===== config.mk =====
export PLATFORM = sky130hd
export DESIGN_NAME = stream_bp_timer
export DESIGN_NICKNAME = d
export VERILOG_FILES = /design/src/rtl/stream_bp_timer_pkg.sv /design/src/rtl/bp_prescaler.sv /design/src/rtl/bp_tmo_count.sv /design/src/rtl/stream_bp_timer.sv
export SDC_FILE = /design/constraint.sdc
export NUM_CORES = 1
export LEC_CHECK = 0
export BUFFER_PORTS_ARGS = -buffer_cell sky130_fd_sc_hd__buf_2
export CAP_MARGIN = 20
export CORE_MARGIN = 2
export CORE_UTILIZATION = 28
export DETAILED_ROUTE_END_ITERATION = 7
export PLACE_DENSITY = 0.47
export SLEW_MARGIN = 20
export SYNTH_ARGS = -nofsm -noshare
export SYNTH_HDL_FRONTEND = slang
export SYNTH_HIERARCHICAL = 1
export SYNTH_SLANG_ARGS = --single-unit

===== constraint.sdc =====
create_clock -name clk -period 2.68 [get_ports clk]
set_clock_uncertainty 0.15 [all_clocks]
set_input_delay 0.268 -clock clk [delete_from_list [all_inputs] [get_ports clk]]
set_output_delay 0.268 -clock clk [all_outputs]
set_load 0.02 [all_outputs]

===== src/rtl/stream_bp_timer_pkg.sv =====
package stream_bp_timer_pkg;
  typedef enum logic [1:0] {
    TMO_IDLE  = 2'd0,
    TMO_RUN   = 2'd1,
    TMO_SPENT = 2'd2
  } tmo_state_e;
endpackage


===== src/rtl/bp_prescaler.sv =====
module bp_prescaler #(
  parameter int PRE_W = 12
) (
  input  logic             clk,
  input  logic             rst_n,
  input  logic             load_i,
  input  logic             run_i,
  input  logic [PRE_W-1:0] limit_i,
  output logic             tick_o
);
  logic [PRE_W-1:0] pc_q, pc_d;
  logic [PRE_W-1:0] lim_q, lim_d;

  assign tick_o = run_i && (pc_q == lim_q);

  always_comb begin
    pc_d  = pc_q;
    lim_d = lim_q;
    if (load_i) begin
      pc_d  = '0;
      lim_d = limit_i;
    end else if (run_i) begin
      pc_d = (pc_q == lim_q) ? '0 : pc_q + 1'b1;
    end
  end

  always_ff @(posedge clk or negedge rst_n) begin
    if (!rst_n) begin
      pc_q  <= '0;
      lim_q <= '0;
    end else begin
      pc_q  <= pc_d;
      lim_q <= lim_d;
    end
  end

  // the phase counter never passes the latched limit while running
  p_presc_bound_r3: assert property (@(posedge clk) disable iff (!rst_n)
    run_i |-> (pc_q <= lim_q));

  // loading restarts the phase from zero
  p_presc_restart_r7: assert property (@(posedge clk) disable iff (!rst_n)
    load_i |=> (pc_q == '0));
endmodule


===== src/rtl/bp_tmo_count.sv =====
module bp_tmo_count #(
  parameter int CNT_W = 12
) (
  input  logic             clk,
  input  logic             rst_n,
  input  logic             load_i,
  input  logic [CNT_W-1:0] load_val_i,
  input  logic             tick_i,
  output logic             last_o
);
  localparam logic [CNT_W-1:0] ONE = CNT_W'(1);

  logic [CNT_W-1:0] cnt_q, cnt_d;

  assign last_o = (cnt_q == ONE);

  always_comb begin
    cnt_d = cnt_q;
    if (load_i) begin
      cnt_d = (load_val_i == '0) ? ONE : load_val_i;
    end else if (tick_i && (cnt_q != '0)) begin
      cnt_d = cnt_q - 1'b1;
    end
  end

  always_ff @(posedge clk or negedge rst_n) begin
    if (!rst_n) cnt_q <= '0;
    else        cnt_q <= cnt_d;
  end

  // a freshly loaded count is never zero
  p_cnt_nonzero_r4: assert property (@(posedge clk) disable iff (!rst_n)
    load_i |=> (cnt_q != '0));
endmodule


===== src/rtl/stream_bp_timer.sv =====
module stream_bp_timer
  import stream_bp_timer_pkg::*;
#(
  parameter int PRE_W = 12,
  parameter int CNT_W = 12
) (
  input  logic             clk,
  input  logic             rst_n,
  input  logic             tmo_en_i,
  input  logic [PRE_W-1:0] presc_i,
  input  logic [CNT_W-1:0] tmo_val_i,
  input  logic             bytes_left_i,
  input  logic             sink_ready_i,
  output logic             tmo_pulse_o
);
  tmo_state_e state_q, state_d;
  logic       pulse_q, pulse_d;
  logic       stall, arm, load, running, tick, last;

  assign stall   = bytes_left_i && !sink_ready_i;
  assign arm     = tmo_en_i && stall;
  assign running = (state_q == TMO_RUN);
  assign load    = (state_q == TMO_IDLE) && arm;

  bp_prescaler #(.PRE_W(PRE_W)) u_presc (
    .clk     (clk),
    .rst_n   (rst_n),
    .load_i  (load),
    .run_i   (running),
    .limit_i (presc_i),
    .tick_o  (tick)
  );

  bp_tmo_count #(.CNT_W(CNT_W)) u_count (
    .clk        (clk),
    .rst_n      (rst_n),
    .load_i     (load),
    .load_val_i (tmo_val_i),
    .tick_i     (tick),
    .last_o     (last)
  );

  always_comb begin
    state_d = state_q;
    pulse_d = 1'b0;
    unique case (state_q)
      TMO_IDLE: if (arm) state_d = TMO_RUN;
      TMO_RUN: begin
        if (!stall) begin
          state_d = TMO_IDLE;
        end else if (tick && last) begin
          state_d = TMO_SPENT;
          pulse_d = tmo_en_i;
        end
      end
      TMO_SPENT: if (!stall) state_d = TMO_IDLE;
      default: state_d = TMO_IDLE;
    endcase
  end

  always_ff @(posedge clk or negedge rst_n) begin
    if (!rst_n) begin
      state_q <= TMO_IDLE;
      pulse_q <= 1'b0;
    end else begin
      state_q <= state_d;
      pulse_q <= pulse_d;
    end
  end

  assign tmo_pulse_o = pulse_q;

  // pulse is a single cycle
  p_single_pulse_r5: assert property (@(posedge clk) disable iff (!rst_n)
    tmo_pulse_o |=> !tmo_pulse_o);

  // a pulse requires the enable on the expiry edge
  p_pulse_needs_en_r9: assert property (@(posedge clk) disable iff (!rst_n)
    tmo_pulse_o |-> $past(tmo_en_i));

  // a pulse requires a stall on the expiry edge
  p_pulse_needs_stall_r6: assert property (@(posedge clk) disable iff (!rst_n)
    tmo_pulse_o |-> $past(stall));

  // service resuming abandons the run
  p_cancel_r6: assert property (@(posedge clk) disable iff (!rst_n)
    (running && !stall) |=> (state_q == TMO_IDLE));

  // no arm without enable, pending bytes and a stalled sink
  p_no_arm_r2: assert property (@(posedge clk) disable iff (!rst_n)
    ((state_q == TMO_IDLE) && !arm) |=> (state_q == TMO_IDLE));
endmodule


## Word-level counts from Yosys, hierarchy flattened

Cells that the tools add are included.

- Input bits: 29
- Register bits after elaboration: 39

- $add $sub $neg: 2
- Reduce and logical (&&, ||, !) cells: 13
- Eq/ne operators: 7
- Mux-type cells: 14

Operators by type and width:

| cell | number |
|---|---|
| 2-to-1 mux 12 bit | 6 |
| adder 12 x 1 -> 12 bit (second input constant) | 1 |
| equality test 12 x 1 -> 1 bit (second input constant) | 1 |
| equality test 12 bit | 1 |
| logical NOT 12 bit | 1 |
| nonzero test 12 bit | 1 |
| subtractor 12 x 1 -> 12 bit (second input constant) | 1 |
| 2-to-1 mux 2 bit | 4 |
| logical AND 1 bit | 6 |
| case mux 2 bit (3 select lines) | 1 |
| != test 2 bit (second input constant) | 2 |
| nonzero test 2 bit | 2 |
| 2-to-1 mux 1 bit | 3 |
| != test 3 bit (second input constant) | 1 |
| AND reduction 3 bit | 1 |
| equality test 2 x 1 -> 1 bit (second input constant) | 1 |
| equality test 2 bit (second input constant) | 1 |
| logical NOT 2 bit | 1 |
| logical NOT 1 bit | 1 |

## Logic depth before layout (Yosys ltp)

- Depth after elaboration: 6
- Gate-level depth with buffers: 7
- Mapped depth without buffers: 7

## By module

Netlist, hierarchy kept.

Modules (own cells, without submodules):

| module | cells each | area each (um^2) | times used |
|---|---|---|---|
| bp_prescaler | 109 | 1248.7 | 1 |
| bp_tmo_count | 90 | 854.6 | 1 |
| stream_bp_timer | 14 | 155.1 | 1 |

## Worst setup path before layout

OpenSTA, ideal clock, no wires.

- Kind: flip-flop to flip-flop
- From: register u_presc.pc_q[4]
- To: register u_count.cnt_q[5]
- Data arrival time: 2.308 ns
- Slack: 0.140 ns
- Stages on the path, launching flop included: 8
- Library setup time: 0.082 ns
- Cell sequence: dfrtp_1 xnor2_2 nand4_2 nor4_4 nor4b_4 nand2b_1 or4_1 a31oi_1

- Cells in the longest elaborated chain, start to end: 4

Ends and longest elaborated chain:

| what | line | RTL |
|---|---|---|
| start: declaration | bp_prescaler.sv:11 | `logic [PRE_W-1:0] pc_q, pc_d;` |
| start signal: assignment | bp_prescaler.sv:32 | `pc_q <= pc_d;` |
| equality test 12 bit | bp_prescaler.sv:14 | `assign tick_o = run_i && (pc_q == lim_q);` |
| logical AND 1 bit | bp_prescaler.sv:14 |  |
| via tick | stream_bp_timer.sv:18 | `logic stall, arm, load, running, tick, last;` |
| logical AND 1 bit | bp_tmo_count.sv:21 | `end else if (tick_i && (cnt_q != '0)) begin` |
| nonzero test 2 bit (no line) | n/a |  |
| end signal: assignment | bp_tmo_count.sv:28 | `else cnt_q <= cnt_d;` |
| end: declaration | bp_tmo_count.sv:13 | `logic [CNT_W-1:0] cnt_q, cnt_d;` |

The timed path passes the listed nets, and every way through them passes these cells.
A chain may end at the register's enable or synchronous reset.

## Worst setup path in the final report

- From: register u_presc.pc_q[2]
- To: register u_count.cnt_q[7]

The elaborated chain is that of the path after synthesis.

==> out/summary.txt <==
status - finished clean
Synth cell types - 56
Fin Setup TNS - 0 ns
Setup crit end kind - flop
Die Area - 0.008800 mm^2
root buf cell - clkbuf_8
ant diodes - 0
Least-Margin Pin Slew - 0.9023 ns
Layout area overhead - 21.16%
static leakage - 1.058 nW
vias per cell - 4.883
Max Slew Vio Count - 0
worst path arrival time - 2.58 ns
Routed Antenna Nets - 0
Syn Area/Cell - 10.60 um^2
sequential cell area fraction in the yosys report - 43.21%
kind of critical path - flop to flop
Std-Cell Core Area - 0.007767 mm^2
Synthesis Warnings - 6
Final Hold Vio Count - 0
VDD IR max - 0.2004 mV
DRC violations left - 0
largest area contributor in the synthesized netlist - dfrtp_1
IO Pins - 30
crit path launch type - flop
adder-cell share of the synthesized area - 2.216%
Synth Instances - 213
Total Routing Usage GR - 12.90%
die span in y - 93.81 um
mapped cell area - 0.002258 mm^2
Post-synth top cells - dfrtp_1, xnor2_1, nand2_1
Setup Viol. Count Final - 0
dpl ws - 0.1150 ns
Max FO, Critical Path - 6
total power - 1.600 mW
post-DP HPWL - 3.705 mm
number of buffers created by CTS - 5
Hold Path Class - input port to flop
largest net degree at the start of global routing - 45
detailed-route wire length per cell - 14.44 um
area share of the largest cell type after synthesis - 43.21%
number of global-route vias before repair - 1755
Synth Area in Simple Gates - 24.99%
Seq cells post-synth - 39
# rows - 32
Worst EP required - 2.74 ns
Filler cells - 817
multiplexer share of the synthesized area - 7.368%
clk slew on worst S/H paths - 0.08 ns
Synth area leaders - dfrtp_1, xnor2_1, mux2_2
min setup slack post-route - 0.1614 ns
fin crit period - 2.519 ns
main combinational cell family by area after synthesis - simple AND/OR/NAND/NOR gates
die width - 93.81 um
PD cells - 584.9 mW/mm^2
Detailed Routing Iterations Pass 1 - 4
H-tree Lvls - 2
initial antenna violation count - 0
via count - 1748
final WL - 5.171 mm
Async S/R FF share, synth - 100.0%
maximum clock rate - 397.0 MHz
Critical Path, Cell by Cell - xnor2_1 -> nand4_1 -> nor4_4 -> nor4b_4 -> nand2b_1 -> or4_1 -> a31oi_1
number of synthesized flops with an enable pin - 0
clk_lat worst skew - 0.29 ns
CTS tree - yes
compound-gate portion of the synthesized area - 11.02%
GPL Wtd Cong - 0.8145
total congestion overflow - 0
DRT iter0 DRCs - 56
Syn Nets - 246
slowest cell delay on critical path - 0.47 ns
Port Buf Inserts - 29
Initial Utilization - 29.08%
RSZ-0062 raised after global routing - no
Sequential Area - 977.2 um^2
Top FF cell, synth - dfrtp_1
Slew headroom - 39.85%
share of layout cells above drive strength 1 - 31.64%
Synth Area in XOR/XNOR - 9.252%
Multi-input gate area - 0.001250 mm^2
CTS max path bufs - 2
WHS - 0.04708 ns
Worst path slowest cell - dfrtp_2
part of the cycle the worst path needs - 93.98%
first-pass GRT wire length - 8.832 mm
Final nets - 288
most common cell in the netlist - dfrtp_1
CTS sink cnt - 39
max-cap viol count - 0
[power breakdown]
part / internal [mW] / switching [mW]
clock network: 0.277 / 0.220
registers: 0.675 / 0.108
logic: 0.173 / 0.146
total: 1.13 / 0.475
[critical path: cells and delay by family, from the launching register on]
kind,cells,cell delay [ns]
and+or+nand+nor,5,1.48
DFF,1,0.47
xor gates and xnor gates,1,0.17
AOI/OAI and AO/OA,1,0.17
[metrics by stage]
| step | area, um^2 | utilization [%] | cells |
|---|---|---|---|
| final | 2736 | 35.23 | 358 |
| after global placement | 2584 | 33.26 | 346 |
| after CTS | 2706 | 34.84 | 355 |
| after global routing | 2736 | 35.23 | 358 |
| after floorplan | 2258 | - | 213 |
| after detailed placement | 2584 | 33.26 | 346 |
[what timing repair did]
item / CTS / global route
hold buffers: 1 / 0
endpoints found under the hold margin: 33 / 0
resized for setup: 0 / 2
endpoints found under the setup margin: 0 / 3
buffers inserted: 0 / 3
[cell families after synthesis]
kind of cell	after synthesis
muxes	15
AOI/OAI and AO/OA	34
DFF	39
xor gates and xnor gates	23
adders and majority gates	4
buffers and inverters	11
and+or+nand+nor	87
[registers in the layout, indices dropped and copies added, names as in the netlist]
signal         flops
state_q            2
u_count/cnt_q     12
u_presc/pc_q      12
tmo_pulse_o        1
u_presc/lim_q     12
[layout make-up]
type | count | area share [%]
clock inverter | 3 | 1.600
inverter | 5 | 0.6859
multi-input combinational | 163 | 45.68
tap | 102 | 4.664
sequential | 39 | 35.71
timing repair buffer | 41 | 9.145
clock buffer | 5 | 2.515
[cell usage in the layout, fill, tap and decap left out, types with 3 or more instances in the layout]
cell type and n:
a21oi_1 6, nor2_1 13, nand2_1 14, dfrtp_1 38, nand4_1 5, mux2_2 13
buf_4 10, buf_2 29, xnor2_1 21, nand2b_1 4, nor2b_1 3, ha_1 4
nor4_1 5, inv_1 4, nand4b_1 3, nor3_1 12, nand3_1 4, clkbuf_8 5
a31oi_1 4, o21ai_0 8
[final timing paths]
| check | start | endpoint | cells past startpoint | slack (ns) |
|---|---|---|---|---|
| worst max-delay path | u_presc/pc_q[2]$_DFFE_PN0P_ | u_count/cnt_q[7]$_DFFE_PN0P_ | 7 | 0.16 |
| worst min register to register | u_presc/lim_q[3]$_DFFE_PN0P_ | u_presc/lim_q[3]$_DFFE_PN0P_ | 1 | 0.39 |
| max in group asynchronous | rst_n | u_presc/pc_q[2]$_DFFE_PN0P_ | 2 | 1.27 |
| min in group asynchronous | rst_n | u_presc/lim_q[2]$_DFFE_PN0P_ | 2 | 0.49 |
| worst max register to register | u_presc/pc_q[2]$_DFFE_PN0P_ | u_count/cnt_q[7]$_DFFE_PN0P_ | 7 | 0.16 |
| worst min-delay path | presc_i[11] | u_presc/lim_q[11]$_DFFE_PN0P_ | 2 | 0.05 |
[routing by layer]
metal  vias to the layer above  track usage [%]  share of wire (%)
li1                        872                -                  -
met1                       848            17.72                 50
met2                        22            19.94                 46
met3                         6            2.970                2.9
met4                         0            4.469                1.4
met5                         -                0                  0
Power figures use the tool's default switching activity.
